## src/rtl/cplr_pkg.sv

```systemverilog
package cplr_pkg;

    typedef enum logic [1:0] {
        K_MRD  = 2'b00,
        K_MWR  = 2'b01,
        K_IORD = 2'b10,
        K_IOWR = 2'b11
    } req_kind_e;

    typedef enum logic [1:0] {
        S_IDLE,
        S_WR,
        S_RD,
        S_CPL
    } cplr_state_e;

    localparam logic [7:0] FT_CPL  = 8'h0A;
    localparam logic [7:0] FT_CPLD = 8'h4A;
    localparam logic [2:0] ST_OK   = 3'b000;
    localparam logic [2:0] ST_UR   = 3'b001;

    localparam int BC_W = 12;
    localparam int LA_W = 7;

    typedef struct packed {
        logic            is_io;
        logic            bad_len;
        logic [BC_W-1:0] bytes;
        logic [LA_W-1:0] low_addr;
    } req_info_t;

    // lane of the lowest enabled byte (0 when none)
    function automatic logic [1:0] lead_lane(input logic [3:0] be);
        if (be[0])      return 2'd0;
        else if (be[1]) return 2'd1;
        else if (be[2]) return 2'd2;
        else if (be[3]) return 2'd3;
        else            return 2'd0;
    endfunction

    // lane of the highest enabled byte (0 when none)
    function automatic logic [1:0] top_lane(input logic [3:0] be);
        if (be[3])      return 2'd3;
        else if (be[2]) return 2'd2;
        else if (be[1]) return 2'd1;
        else            return 2'd0;
    endfunction

    function automatic logic [BC_W-1:0] calc_bytes(input logic [BC_W-1:0] len_dw,
                                                   input logic [3:0] fbe,
                                                   input logic [3:0] lbe);
        logic [BC_W-1:0] lo, hi;
        lo = BC_W'(lead_lane(fbe));
        if (len_dw == BC_W'(1)) begin
            hi = BC_W'(top_lane(fbe));
            if (fbe == 4'h0) return BC_W'(1);
            return hi - lo + BC_W'(1);
        end
        hi = BC_W'(top_lane(lbe));
        return (len_dw << 2) - lo - (BC_W'(3) - hi);
    endfunction

endpackage

```

## src/rtl/cplr_req_decode.sv

```systemverilog
module cplr_req_decode
    import cplr_pkg::*;
#(
    parameter int LEN_W = 4
) (
    input  req_kind_e        kind,
    input  logic [4:0]       dw_low,
    input  logic [LEN_W-1:0] len,
    input  logic [3:0]       first_be,
    input  logic [3:0]       last_be,
    output req_info_t        info
);
    logic io_req;

    assign io_req = (kind == K_IORD) || (kind == K_IOWR);

    always_comb begin
        info.is_io   = io_req;
        info.bad_len = io_req && (len != LEN_W'(1));
        if (io_req) begin
            info.bytes    = BC_W'(4);
            info.low_addr = '0;
        end else begin
            info.bytes    = calc_bytes(BC_W'(len), first_be, last_be);
            info.low_addr = {dw_low, lead_lane(first_be)};
        end
    end
endmodule

```

## src/rtl/cplr_space.sv

```systemverilog
module cplr_space #(
    parameter int MEM_DW = 64,
    parameter int IO_DW  = 8,
    localparam int MIW   = $clog2(MEM_DW),
    localparam int IIW   = $clog2(IO_DW)
) (
    input  logic           clk,
    input  logic           rst,
    input  logic           we,
    input  logic           sel_io,
    input  logic [MIW-1:0] idx,
    input  logic [3:0]     be,
    input  logic [31:0]    wdata,
    output logic [31:0]    rdata
);
    logic [IIW-1:0] io_idx;
    assign io_idx = idx[IIW-1:0];

    // one storage slice per byte lane
    for (genvar g = 0; g < 4; g++) begin : g_lane
        logic [7:0] mem_b [MEM_DW];
        logic [7:0] io_b  [IO_DW];

        always_ff @(posedge clk) begin
            if (rst) begin
                for (int i = 0; i < IO_DW; i++) io_b[i] <= '0;
            end else if (we && be[g] && sel_io) begin
                io_b[io_idx] <= wdata[8*g +: 8];
            end
        end

        always_ff @(posedge clk) begin
            if (we && be[g] && !sel_io) mem_b[idx] <= wdata[8*g +: 8];
        end

        assign rdata[8*g +: 8] = sel_io ? io_b[io_idx] : mem_b[idx];
    end
endmodule

```

## src/rtl/cplr_top.sv

```systemverilog
module cplr_top
    import cplr_pkg::*;
#(
    parameter int MEM_DW = 64,
    parameter int IO_DW  = 8,
    parameter int LEN_W  = 4,
    localparam int MIW   = $clog2(MEM_DW)
) (
    input  logic             clk,
    input  logic             rst,
    input  logic             in_valid,
    output logic             in_ready,
    input  logic [1:0]       in_kind,
    input  logic [MIW-1:0]   in_dw_addr,
    input  logic [LEN_W-1:0] in_len,
    input  logic [3:0]       in_first_be,
    input  logic [3:0]       in_last_be,
    input  logic [7:0]       in_tag,
    input  logic [31:0]      in_data,
    output logic             cpl_valid,
    output logic             cpl_last,
    output logic [7:0]       cpl_fmt_type,
    output logic [2:0]       cpl_status,
    output logic [7:0]       cpl_tag,
    output logic [11:0]      cpl_byte_count,
    output logic [6:0]       cpl_lower_addr,
    output logic [LEN_W-1:0] cpl_len_dw,
    output logic [31:0]      cpl_data
);
    cplr_state_e      state;
    req_kind_e        kind_in, r_kind;
    req_info_t        info;
    logic [MIW-1:0]   r_addr;
    logic [LEN_W-1:0] r_len, beat;
    logic [3:0]       r_fbe, r_lbe;
    logic [7:0]       r_tag;
    logic [BC_W-1:0]  r_bytes;
    logic [LA_W-1:0]  r_low;
    logic             r_io, r_bad;
    logic             last_beat, take;
    logic             st_we;
    logic [MIW-1:0]   st_idx;
    logic [3:0]       st_be;
    logic [31:0]      st_rdata;

    assign kind_in = req_kind_e'(in_kind);

    cplr_req_decode #(.LEN_W(LEN_W)) u_dec (
        .kind     (kind_in),
        .dw_low   (in_dw_addr[4:0]),
        .len      (in_len),
        .first_be (in_first_be),
        .last_be  (in_last_be),
        .info     (info)
    );

    assign last_beat = (beat == r_len - LEN_W'(1));
    assign in_ready  = (state == S_IDLE) || (state == S_WR);
    assign take      = in_valid && in_ready;

    always_ff @(posedge clk) begin
        if (rst) begin
            state   <= S_IDLE;
            beat    <= '0;
            r_kind  <= K_MRD;
            r_addr  <= '0;
            r_len   <= '0;
            r_fbe   <= '0;
            r_lbe   <= '0;
            r_tag   <= '0;
            r_bytes <= '0;
            r_low   <= '0;
            r_io    <= 1'b0;
            r_bad   <= 1'b0;
        end else begin
            unique case (state)
                S_IDLE: if (in_valid) begin
                    r_kind  <= kind_in;
                    r_addr  <= in_dw_addr;
                    r_len   <= in_len;
                    r_fbe   <= in_first_be;
                    r_lbe   <= in_last_be;
                    r_tag   <= in_tag;
                    r_bytes <= info.bytes;
                    r_low   <= info.low_addr;
                    r_io    <= info.is_io;
                    r_bad   <= info.bad_len;
                    beat    <= '0;
                    unique case (kind_in)
                        K_MRD:  state <= S_RD;
                        K_MWR:  state <= S_WR;
                        K_IORD: state <= info.bad_len ? S_CPL : S_RD;
                        K_IOWR: state <= S_WR;
                    endcase
                end
                S_WR: if (in_valid) begin
                    if (last_beat) begin
                        beat  <= '0;
                        state <= (r_kind == K_IOWR) ? S_CPL : S_IDLE;
                    end else begin
                        beat <= beat + LEN_W'(1);
                    end
                end
                S_RD: begin
                    if (last_beat) begin
                        beat  <= '0;
                        state <= S_IDLE;
                    end else begin
                        beat <= beat + LEN_W'(1);
                    end
                end
                S_CPL: state <= S_IDLE;
            endcase
        end
    end

    // storage access: one shared index for the current beat
    assign st_idx = r_addr + MIW'(beat);
    assign st_we  = (state == S_WR) && take && !r_bad;
    always_comb begin
        if (beat == '0)  st_be = r_fbe;
        else if (last_beat) st_be = r_lbe;
        else             st_be = 4'hF;
    end

    cplr_space #(.MEM_DW(MEM_DW), .IO_DW(IO_DW)) u_space (
        .clk    (clk),
        .rst    (rst),
        .we     (st_we),
        .sel_io (r_io),
        .idx    (st_idx),
        .be     (st_be),
        .wdata  (in_data),
        .rdata  (st_rdata)
    );

    // completion outputs
    assign cpl_valid      = (state == S_RD) || (state == S_CPL);
    assign cpl_last       = (state == S_CPL) || ((state == S_RD) && last_beat);
    assign cpl_fmt_type   = (state == S_RD) ? FT_CPLD : FT_CPL;
    assign cpl_status     = ((state == S_CPL) && r_bad) ? ST_UR : ST_OK;
    assign cpl_tag        = r_tag;
    assign cpl_byte_count = r_bytes;
    assign cpl_lower_addr = r_low;
    assign cpl_len_dw     = (state == S_RD) ? r_len : '0;
    assign cpl_data       = (state == S_RD) ? st_rdata : 32'h0;

    // posted writes never answer
    assert_mwr_silent_R3: assert property (@(posedge clk) disable iff (rst)
        (take && (state == S_IDLE) && (in_kind == 2'b01)) |=> !cpl_valid);

    // a completion run is unbroken and its header holds
    assert_run_contiguous_R2: assert property (@(posedge clk) disable iff (rst)
        (cpl_valid && !cpl_last) |=> (cpl_valid && $stable(cpl_tag) && $stable(cpl_byte_count)));

    // unsupported status only on a single beat without data
    assert_ur_nodata_R9: assert property (@(posedge clk) disable iff (rst)
        (cpl_valid && (cpl_status == ST_UR)) |-> ((cpl_fmt_type == FT_CPL) && cpl_last));

    // no request accepted while answering
    assert_busy_while_cpl_R11: assert property (@(posedge clk) disable iff (rst)
        cpl_valid |-> !in_ready);

    // a completion never reports an empty access
    assert_bytes_nonzero_R4: assert property (@(posedge clk) disable iff (rst)
        cpl_valid |-> (cpl_byte_count != 12'd0));

    // a storage write happens only while payload is being taken
    assert_write_in_payload_R8: assert property (@(posedge clk) disable iff (rst)
        st_we |-> (in_valid && !cpl_valid));
endmodule

```

## config.mk

```make
export PLATFORM = sky130hd
export DESIGN_NAME = cplr_top
export DESIGN_NICKNAME = d
export VERILOG_FILES = /design/src/rtl/cplr_pkg.sv /design/src/rtl/cplr_req_decode.sv /design/src/rtl/cplr_space.sv /design/src/rtl/cplr_top.sv
export SDC_FILE = /design/constraint.sdc
export NUM_CORES = 2
export LEC_CHECK = 0
export ABC_AREA = 0
export ABC_CLOCK_PERIOD_IN_PS = 3750
export BUFFER_PORTS_ARGS = -buffer_cell sky130_fd_sc_hd__buf_2
export CORE_MARGIN = 5
export CORE_UTILIZATION = 25
export CTS_CLUSTER_SIZE = 25
export DETAILED_ROUTE_END_ITERATION = 10
export PLACE_DENSITY_LB_ADDON = 0.08
export SYNTH_ARGS = -nofsm -noshare
export SYNTH_HDL_FRONTEND = slang
export SYNTH_HIERARCHICAL = 1
export SYNTH_SLANG_ARGS = --single-unit
```

## constraint.sdc

```tcl
create_clock -name clk -period 3.75 [get_ports clk]
set_input_delay 0.1875 -clock clk [delete_from_list [all_inputs] [get_ports clk]]
set_output_delay 0.1875 -clock clk [all_outputs]
set_load 0.03 [all_outputs]
```

==> flow_summary.json <==
{
  "syn_to_final_growth_pct": 34.1,
  "drv_cap": 0,
  "drive_gt1_share_pct": 34.4,
  "syn_inst": 5912,
  "slew_viol_final": 0,
  "dr.pass1.iters": 6,
  "yosys.area.top_type_share_pct": 72.9,
  "grt_usage_pct": 21.9,
  "failed_checks": "setup timing",
  "syn_area_per_cell_um2": 16.1,
  "io_buffers": 130,
  "vias": 62600,
  "rows": 226,
  "num_io_pins": 140,
  "outcome": "complete, but fails checks",
  "multi_input_area_um2": 24700,
  "num-fill-cells": 36700,
  "clockBufferDepth": 4,
  "wl_per_cell_um": 35.1,
  "numCtsBuffers": 282,
  "setup_viol": 32,
  "fin_nets": 7493,
  "grt_first_pass_wirelength_um": 585000,
  "design.die.area_um2": 392000,
  "required_ps": 3560,
  "start_util_pct": 25.1,
  "async_flop_share_pct": 0,
  "die_x_um": 626,
  "dp_hpwl_um": 312000,
  "cp_max_fo": 10,
  "antenna_found_initial": 33,
  "worst_setup_path_start_kind": "register",
  "synthMostInstantiatedCell": "edfxtp_1",
  "synthDominantAreaCellType": "edfxtp_1",
  "clk_latency_ps": 920,
  "grt-ovfl-total": 0,
  "cts.sinks": 2359,
  "dp_cells": 11900,
  "drtIter0Drc": 5895,
  "period_needed_ps": 4930,
  "die_height_um": 626,
  "cts_tree": "done",
  "design_area_um2": 127000,
  "cp_data_arrival_time_ps": 4750,
  "regArea_um2": 70300,
  "synth_ff_type": "edfxtp_1",
  "synthTopCellsByArea": "edfxtp_1 (73%), mux2i_1 (2.6%), a221oi_1 (2.5%)",
  "yosys_warnings": 6,
  "cts-root-buf": "clkbuf_16",
  "cts_max_level": 5,
  "drc": 0,
  "place_area_um2": 114000,
  "finalNonFillerCells": 12700,
  "cts.clk_slew.worst_paths_ps": 50,
  "syn_area_um2": 94900,
  "worst_ir_drop_vdd_mv": 0.497,
  "yosysSeqAreaShare_pct": 74.0,
  "fmax_ghz": 0.203,
  "synth_edf_count": 2304,
  "synth-seq-cells": 2359,
  "finalPower_mw": 81.5,
  "fin_ws_ps": -1180,
  "drt_wl_total_um": 444000,
  "power_density_nw_per_um2": 640,
  "grt_pass1_vias": 62700,
  "crit_type": "register to output pin",
  "setup-tns-final_ps": -33470,
  "slew_headroom_pct": 9.60,
  "rsz0062_at_grt": "yes",
  "min_path_type": "input port to register",
  "ant_nets": 0,
  "endpoint_kind": "output pin",
  "grt_max_degree": 73,
  "hold_viol_final": 0,
  "synthDistinctLibCells": 101,
  "fp.coreArea_um2": 379000,
  "fin_crit_sh_pct": 132,
  "ys_top_cells_by_count": "edfxtp_1 (2304), nor2_1 (464), nand2_1 (325), and2_1 (301), a221oi_1 (276)",
  "p_leak_nw": 42.6,
  "finish.utilization_pct": 33.6,
  "worst_pin_slew_ps": 1360,
  "finClkSkew_ps": 32.0,
  "gp_congestion": 0.835,
  "viasPerCell": 4.95
}
==> per-layer routing <==
| layer | wire [µm] | track usage (%) | share of wire [%] | vias to the layer above |
|---|---|---|---|---|
| li1 | - | - | - | 26500 |
| met5 | 91 | 0 | 0.021 | - |
| met2 | 209000 | 35.9 | 47 | 1898 |
| met4 | 14700 | 6.08 | 3.3 | 16 |
| met1 | 198000 | 30.4 | 45 | 33700 |
| met3 | 21900 | 3.05 | 4.9 | 487 |
==> cells in the final DEF (no fill, tap or decap), types with 18 or more instances in the layout <==
master,netlist,final
a21oi_1,229,199
a21oi_2,1,26
a221o_1,43,43
a221oi_1,276,186
a221oi_2,2,80
a222oi_1,25,25
a22o_1,36,33
a22oi_1,199,175
a22oi_2,0,24
a31oi_1,49,34
and2_1,301,278
and2_4,0,20
buf_12,0,314
buf_2,136,103
buf_4,72,1007
buf_6,18,86
buf_8,1,18
clkbuf_1,162,55
clkbuf_16,0,299
clkinv_1,0,73
clkinv_2,0,32
dfxtp_1,55,51
diode_2,0,18
dlygate4sd3_1,0,72
edfxtp_1,2304,2304
mux2_2,169,166
mux2i_1,242,237
mux4_2,102,102
nand2_1,325,305
nand2_2,0,20
nand3_1,25,23
nor2_1,464,445
nor3_1,38,25
o211ai_1,20,20
o21ai_0,140,92
o21ai_1,0,31
o22ai_1,100,83
o2bb2ai_1,22,19
or2_2,43,39
==> flip-flops by register name, summed over array words and instances, names as in the netlist <==
register	count
r_io	1
r_fbe	4
r_lbe	4
r_kind	2
cpl_tag	8
cpl_lower_addr	7
u_space/g_lane.mem_b	2048
u_space/g_lane.io_b	256
cpl_byte_count	12
r_bad	1
r_len	4
state	2
beat	4
r_addr	6
==> cells by family after synthesis <==
family / synth area share (%)
xor gates and xnor gates: 0.174
adders and majority gates: 0.274
and+or+nand+nor: 6.53
other: 0.00791
AOI/OAI and AO/OA: 9.56
buffers and inverters: 2.39
muxes: 7.03
DFF: 74.0
==> critical path: stages (launching register included) <==
cell	delay [ps]
dfxtp_2	350
ha_4	140
inv_2	40
fa_2	390
xnor2_4	170
buf_12	150
buf_16	160
buf_8	140
and3_4	230
buf_4	170
buf_4	230
a32o_1	270
o21ai_4	290
nand4_1	260
o31a_1	480
and2_4	220
buf_6	130
==> where the power goes <==
part | switching, mW | internal, mW | total [mW]
Clock | 11.2 | 15.4 | 26.6
Sequential | 0.125 | 29.1 | 29.2
Combinational | 15.5 | 10.1 | 25.6
==> through the flow <==
step           setup WS (ps)  hold WS, ps
6_report               -1180         62.7
5_1_grt                -1270         31.9
4_1_cts                -1320         1.72
3_5_place_dp           -1360          437
3_3_place_gp           -1400          430
2_1_floorplan            193          286
==> cell type report <==
class / instances / share of cell area (%)
clock buffer: 348 / 5.91
multi-input combinational: 3115 / 19.4
sequential: 2359 / 55.2
timing repair buffer: 1630 / 13.5
clock inverter: 145 / 0.938
antenna: 18 / 0.0354
tap: 5016 / 4.93
inverter: 23 / 0.100
==> timing repair <==
item | in CTS | in global routing
endpoints found under the hold margin | 672 | 0
resized for setup | 396 | 248
setup buffers | 56 | 72
setup endpoints to repair | 1207 | 381
hold buffers | 72 | 0
gates cloned | 7 | 7
pin swaps | 88 | 135
==> final timing paths <==
check / slack [ps] / from / cells after the start / endpoint
max reg2reg: 20 / r_addr[0] / 13 / u_space/g_lane[1].io_b[4][6]
min reg2reg: 450 / cpl_lower_addr[0] / 2 / cpl_lower_addr[0]
min: 60 / in_data[11] / 1 / u_space/g_lane[1].mem_b[6][3]
max: -1180 / r_addr[0] / 16 / cpl_data[10]
(Power assumes the default switching activity.)
